### config.mk
export PLATFORM = sky130hd
export DESIGN_NAME = conv_cal_seq
export DESIGN_NICKNAME = d
export VERILOG_FILES = /design/src/rtl/cs_pkg.sv /design/src/rtl/cs_interval_timer.sv /design/src/rtl/cs_phase_decode.sv /design/src/rtl/cs_word_pacer.sv /design/src/rtl/conv_cal_seq.sv
export SDC_FILE = /design/constraint.sdc
export NUM_CORES = 1
export LEC_CHECK = 0
export ABC_AREA = 1
export BUFFER_PORTS_ARGS = -buffer_cell sky130_fd_sc_hd__buf_2
export CORE_ASPECT_RATIO = 0.9
export CORE_MARGIN = 2
export CORE_UTILIZATION = 23
export CTS_CLUSTER_DIAMETER = 40
export DETAILED_ROUTE_END_ITERATION = 10
export PLACE_DENSITY = 0.39
export SYNTH_ARGS = -nofsm -noshare
export SYNTH_HDL_FRONTEND = slang
export SYNTH_HIERARCHICAL = 1
export SYNTH_SLANG_ARGS = --single-unit
### constraint.sdc
create_clock -name clk -period 2.98 [get_ports clk]
set_input_delay 0.447 -clock clk [delete_from_list [all_inputs] [get_ports clk]]
set_output_delay 0.447 -clock clk [all_outputs]
set_load 0.01 [all_outputs]
### src/rtl/cs_pkg.sv
package cs_pkg;

    typedef enum logic [2:0] {
        SQ_SETTLE = 3'd0,
        SQ_RUN    = 3'd1,
        SQ_MEAS   = 3'd2,
        SQ_GAP    = 3'd3,
        SQ_POST   = 3'd4
    } sq_state_e;

    // run-state view handed to the output pacer
    typedef struct packed {
        logic run_now;
        logic run_next;
        logic beat;
    } sq_run_t;

    function automatic int unsigned cal_span(input int unsigned phases,
                                             input int unsigned win,
                                             input int unsigned gap);
        return phases * win + (phases - 1) * gap;
    endfunction

    function automatic int unsigned max_u(input int unsigned a, input int unsigned b);
        return (a > b) ? a : b;
    endfunction

endpackage

### src/rtl/cs_interval_timer.sv
module cs_interval_timer #(
    parameter int CW = 16
) (
    input  logic          clk,
    input  logic          rst,
    input  logic          restart,
    input  logic [CW-1:0] limit,
    output logic          last
);
    logic [CW-1:0] cnt;

    assign last = (cnt == (limit - CW'(1)));

    always_ff @(posedge clk) begin
        if (rst || restart) begin
            cnt <= '0;
        end else if (last) begin
            cnt <= '0;
        end else begin
            cnt <= cnt + CW'(1);
        end
    end


    cnt_in_range_chk: assert property (@(posedge clk) disable iff (rst)
        cnt < limit);

endmodule

### src/rtl/cs_phase_decode.sv
module cs_phase_decode #(
    parameter int NPH = 4,
    parameter int IW  = 2
) (
    input  logic          meas_en,
    input  logic [IW-1:0] idx,
    output logic [NPH-1:0] phase_oh
);
    for (genvar i = 0; i < NPH; i++) begin : g_bit
        assign phase_oh[i] = meas_en && (idx == IW'(i));
    end
endmodule

### src/rtl/cs_word_pacer.sv
module cs_word_pacer
    import cs_pkg::*;
(
    input  logic    clk,
    input  logic    rst,
    input  sq_run_t run,
    output logic    dvalid,
    output logic    drdy
);
    always_ff @(posedge clk) begin
        if (rst) begin
            dvalid <= 1'b0;
            drdy   <= 1'b0;
        end else begin
            dvalid <= run.run_next;
            drdy   <= run.run_next && (!run.run_now || run.beat);
        end
    end


    drdy_needs_valid_chk: assert property (@(posedge clk) disable iff (rst)
        drdy |-> dvalid);


    drdy_single_chk: assert property (@(posedge clk) disable iff (rst)
        drdy |=> !drdy);


    first_word_chk: assert property (@(posedge clk) disable iff (rst)
        $rose(dvalid) |-> drdy);

endmodule

### src/rtl/conv_cal_seq.sv
module conv_cal_seq
    import cs_pkg::*;
#(
    parameter int WINDOW_CYC = 8192,
    parameter int GAP_CYC    = 512,
    parameter int WORD_CYC   = 64,
    parameter int UNI_PHASES = 3,
    parameter int BIP_PHASES = 4
) (
    input  logic                  clk,
    input  logic                  rst,
    input  logic                  sync_req,
    input  logic                  cal_req,
    input  logic                  bipolar,
    output logic                  dvalid,
    output logic                  drdy,
    output logic [BIP_PHASES-1:0] cal_phase,
    output logic                  cal_gap
);
    localparam int SETTLE_CYC = WINDOW_CYC + WORD_CYC;
    localparam int LONGEST    = int'(max_u(SETTLE_CYC, cal_span(BIP_PHASES, WINDOW_CYC, GAP_CYC)));
    localparam int CW         = $clog2(LONGEST + 1);
    localparam int IW         = (BIP_PHASES > 1) ? $clog2(BIP_PHASES) : 1;

    sq_state_e     state, state_n;
    logic [IW-1:0] idx, idx_n;
    logic          mode_bip, mode_n;
    logic          restart;
    logic          last;
    logic [CW-1:0] limit;
    logic [IW-1:0] last_idx;
    sq_run_t       run;

    assign last_idx = mode_bip ? IW'(BIP_PHASES - 1) : IW'(UNI_PHASES - 1);

    // length of the segment currently being timed
    always_comb begin
        unique case (state)
            SQ_SETTLE: limit = CW'(SETTLE_CYC);
            SQ_MEAS:   limit = CW'(WINDOW_CYC);
            SQ_GAP:    limit = CW'(GAP_CYC);
            default:   limit = CW'(WORD_CYC);
        endcase
    end

    always_comb begin
        state_n = state;
        idx_n   = idx;
        mode_n  = mode_bip;
        restart = 1'b0;
        if (sync_req) begin
            state_n = SQ_SETTLE;
            idx_n   = '0;
            restart = 1'b1;
        end else begin
            unique case (state)
                SQ_SETTLE: if (last) state_n = SQ_RUN;
                SQ_RUN: if (cal_req) begin
                    state_n = SQ_MEAS;
                    idx_n   = '0;
                    mode_n  = bipolar;
                    restart = 1'b1;
                end
                SQ_MEAS: if (last) state_n = (idx == last_idx) ? SQ_POST : SQ_GAP;
                SQ_GAP: if (last) begin
                    state_n = SQ_MEAS;
                    idx_n   = idx + IW'(1);
                end
                SQ_POST: if (last) state_n = SQ_RUN;
                default: begin
                    state_n = SQ_SETTLE;
                    restart = 1'b1;
                end
            endcase
        end
    end

    always_ff @(posedge clk) begin
        if (rst) begin
            state    <= SQ_SETTLE;
            idx      <= '0;
            mode_bip <= 1'b0;
        end else begin
            state    <= state_n;
            idx      <= idx_n;
            mode_bip <= mode_n;
        end
    end

    cs_interval_timer #(.CW(CW)) u_timer (
        .clk     (clk),
        .rst     (rst),
        .restart (restart),
        .limit   (limit),
        .last    (last)
    );

    cs_phase_decode #(.NPH(BIP_PHASES), .IW(IW)) u_decode (
        .meas_en  (state == SQ_MEAS),
        .idx      (idx),
        .phase_oh (cal_phase)
    );

    assign cal_gap = (state == SQ_GAP);

    assign run.run_now  = (state == SQ_RUN);
    assign run.run_next = (state_n == SQ_RUN);
    assign run.beat     = last;

    cs_word_pacer u_pacer (
        .clk    (clk),
        .rst    (rst),
        .run    (run),
        .dvalid (dvalid),
        .drdy   (drdy)
    );


    sync_drops_valid_chk: assert property (@(posedge clk) disable iff (rst)
        sync_req |=> !dvalid);


    sync_clears_phase_chk: assert property (@(posedge clk) disable iff (rst)
        sync_req |=> (cal_phase == '0 && !cal_gap));


    phase_onehot_chk: assert property (@(posedge clk) disable iff (rst)
        $onehot0(cal_phase) && !(cal_gap && (cal_phase != '0)));


    gap_no_restart_chk: assert property (@(posedge clk) disable iff (rst)
        (cal_gap && cal_req && !sync_req) |=> !cal_phase[0]);

endmodule

==> results_dict.tcl <==
set metrics [dict create \
    clk_latency_ns 0.28 \
    grt_usage_pct 10.6 \
    gp_congestion 0.810 \
    final.setup.tns_ns 0 \
    ant_nets 0 \
    max_freq_ghz 0.385 \
    endpoint_kind "flop" \
    grt_max_degree 17 \
    final_hold_viol_count 0 \
    syn_avg_cell_area_um2 5.97 \
    arrival_ns 2.83 \
    netlist_area_mm2 0.00187 \
    synthTopCellsByArea "dfxtp_1 26%, nand2_1 17%, nor2_1 12%, inv_1 9.4%, xor2_1 7.0%" \
    layout-drive-gt1-share_pct 13.4 \
    fin_ws_ns 0.384 \
    yosysSeqAreaShare_pct 25.7 \
    first_pass_iters 4 \
    cts.sinks 24 \
    slew_headroom_pct 64.8 \
    clock_skew_ns 0.00966 \
    vias 1723 \
    initialDrtViolationCount 93 \
    grt_pass1_wl_mm 7.51 \
    fin_nets 373 \
    rsz0062_at_grt "no" \
    overflow 0 \
    preCtsSetupSlack_ns 0.310 \
    crit_path_frequent_cell "nand2_1" \
    ctsHoldBuffers 0 \
    avgRoutedWirePerCell_um 9.28 \
    ys_warn_count 6 \
    ys_ff_latch 24 \
    synth_cells 313 \
    portBuffers 11 \
    row_count 31 \
    clk_pin_slew_worst_paths_ns 0.10 \
    die-area_mm2 0.00886 \
    leakagePower_nw 1.08 \
    ys_types 26 \
    root_buffer "clkbuf_8" \
    vias_per_cell 3.71 \
    initial_core_util_pct 23.5 \
    synthToLayoutAreaGrowth_pct 21.6 \
    peakVddDrop_uv 156 \
    grt_pass1_vias 1610 \
    fin_crit_sh_pct 87.1 \
    die_y_um 89.5 \
    route.detailed.drc 0 \
    p_per_area_mw_per_mm2 305 \
    dp_cells 459 \
    cap_violations 0 \
    path_cells "inv_2 -> nand3_2 -> inv_1 -> nor2_1 -> nand2_1 -> nor2_1 -> nand2_1 -> nand2_1 -> nand2_1 -> nor2_1 -> nand3_2 -> nor2_2 -> nand4_1 -> nand2_1 -> nand2_1 -> nand2_2 -> inv_2 -> nor2_2 -> nand2_2 -> nor2_1" \
    status "finished, final reports clean" \
    slowest_delay_ns 0.45 \
    cts_tree "yes" \
    cts_buffers 3 \
    hold_path.class "input pin to flop" \
    wl_mm 4.31 \
    total_power_uw 693 \
    crit_required_ns 3.21 \
    final_common_cell "nand2_1" \
    critical_path.max_fanout 5 \
    synth_top_cell_area_share_pct 25.7 \
    yosys.area.top_type "dfxtp_1" \
    mostFrequentLayoutCells "86 x nand2_1, 61 x nor2_1, 47 x inv_1" \
    layout_min_cycle_time_ns 2.60 \
    start_kind "flop" \
    htree_num_levels 1 \
    drv_slew 0 \
    hpwl_mm 3.49 \
    tightestPinTransition_ns 0.527 \
    worstSetupPathType "flop to flop" \
    antenna_found_initial 0 \
    cts_buffer_depth 2 \
    antenna-diode-count 0 \
    final-setup-viol-count 0 \
    critPathSlowestCell "dfxtp_1" \
    dieWidth_um 99.0 \
    core_mm2 0.00795 \
    final_cells 464 \
    io_pins 12 \
]
[final timing paths]
| path | startpoint | endpoint | slack, ns | cells after the start |
|---|---|---|---|---|
| setup reg to reg | state[2] | u_pacer/drdy | 0.38 | 20 |
| setup / recovery | state[2] | u_pacer/drdy | 0.38 | 20 |
| hold reg to reg | mode_bip | mode_bip | 0.50 | 2 |
| hold / removal | rst | state[1] | 0.42 | 2 |
[synthesized netlist by cell type]
cell type	n
nor2_4	2
dfxtp_1	24
nor2_2	7
nand3_1	17
nor3_2	1
buf_2	2
a21oi_1	3
buf_6	1
xor2_1	15
nand3b_1	4
o21ai_2	1
xnor2_1	8
nor3_1	2
o21ai_0	5
nand4_1	4
inv_2	6
inv_1	47
o21ai_4	1
ha_1	2
nor2_1	62
or2_1	1
nand2_2	6
o22ai_1	1
nand3_2	4
nand2_1	86
conb_1	1
[final cells by class]
cell class	instances	area, um2
timing repair buffer	13	70.1
tap	99	124
clock inverter	1	30.0
inverter	53	199
multi-input combinational	271	1320
fill	886	5680
clock buffer	3	41.3
sequential	24	483
[flip-flops by register name (all words and copies together) (netlist names)]
register and count:
idx 2, mode_bip 1, state 3, u_pacer/drdy 1, u_pacer/dvalid 1, u_timer/cnt 16
[logic make-up after synthesis]
group                      Yosys count  synth area share [%]
other                                1                 0.201
and+or+nand+nor                    196                  46.3
xor gates and xnor gates            23                  10.8
buffers and inverters               56                  11.8
AOI/OAI and AO/OA                   11                  3.82
DFF                                 24                  25.7
adders and majority gates            2                  1.34
[power breakdown]
part / total, mW / internal, mW / switching [mW]
Combinational: 0.0683 / 0.0223 / 0.0460
Clock: 0.300 / 0.180 / 0.120
Sequential: 0.324 / 0.322 / 0.00200
[through the flow]
step           utilization [%]  hold slack, ns  instance area [um2]
2_1_floorplan                -           0.451                 2010
6_report                  28.6           0.418                 2270
3_5_place_dp              27.4           0.493                 2180
5_1_grt                   28.6           0.419                 2270
4_1_cts                   28.3           0.414                 2250
3_3_place_gp              27.4           0.488                 2180
[metal layers]
metal  share of wire [%]  vias to the layer above  global-route usage [%]
li1                    -                     1000                       -
met1                  58                      710                    16.4
met2                  39                        9                    15.5
met3                 2.0                        4                    1.41
met4                0.88                        0                    2.62
met5                   0                        -                       0
[worst max-delay path, delay by kind of cell, from the launching register on]
family	cells	cell delay, ns
buf+inv	3	0.21
simple gates	17	1.86
flops	1	0.45
[repair_timing]
action | CTS | global route
buffers inserted | 0 | 1
resized for setup | 0 | 5
endpoints found under the setup margin | 0 | 3
Power figures use the tool's default switching activity.
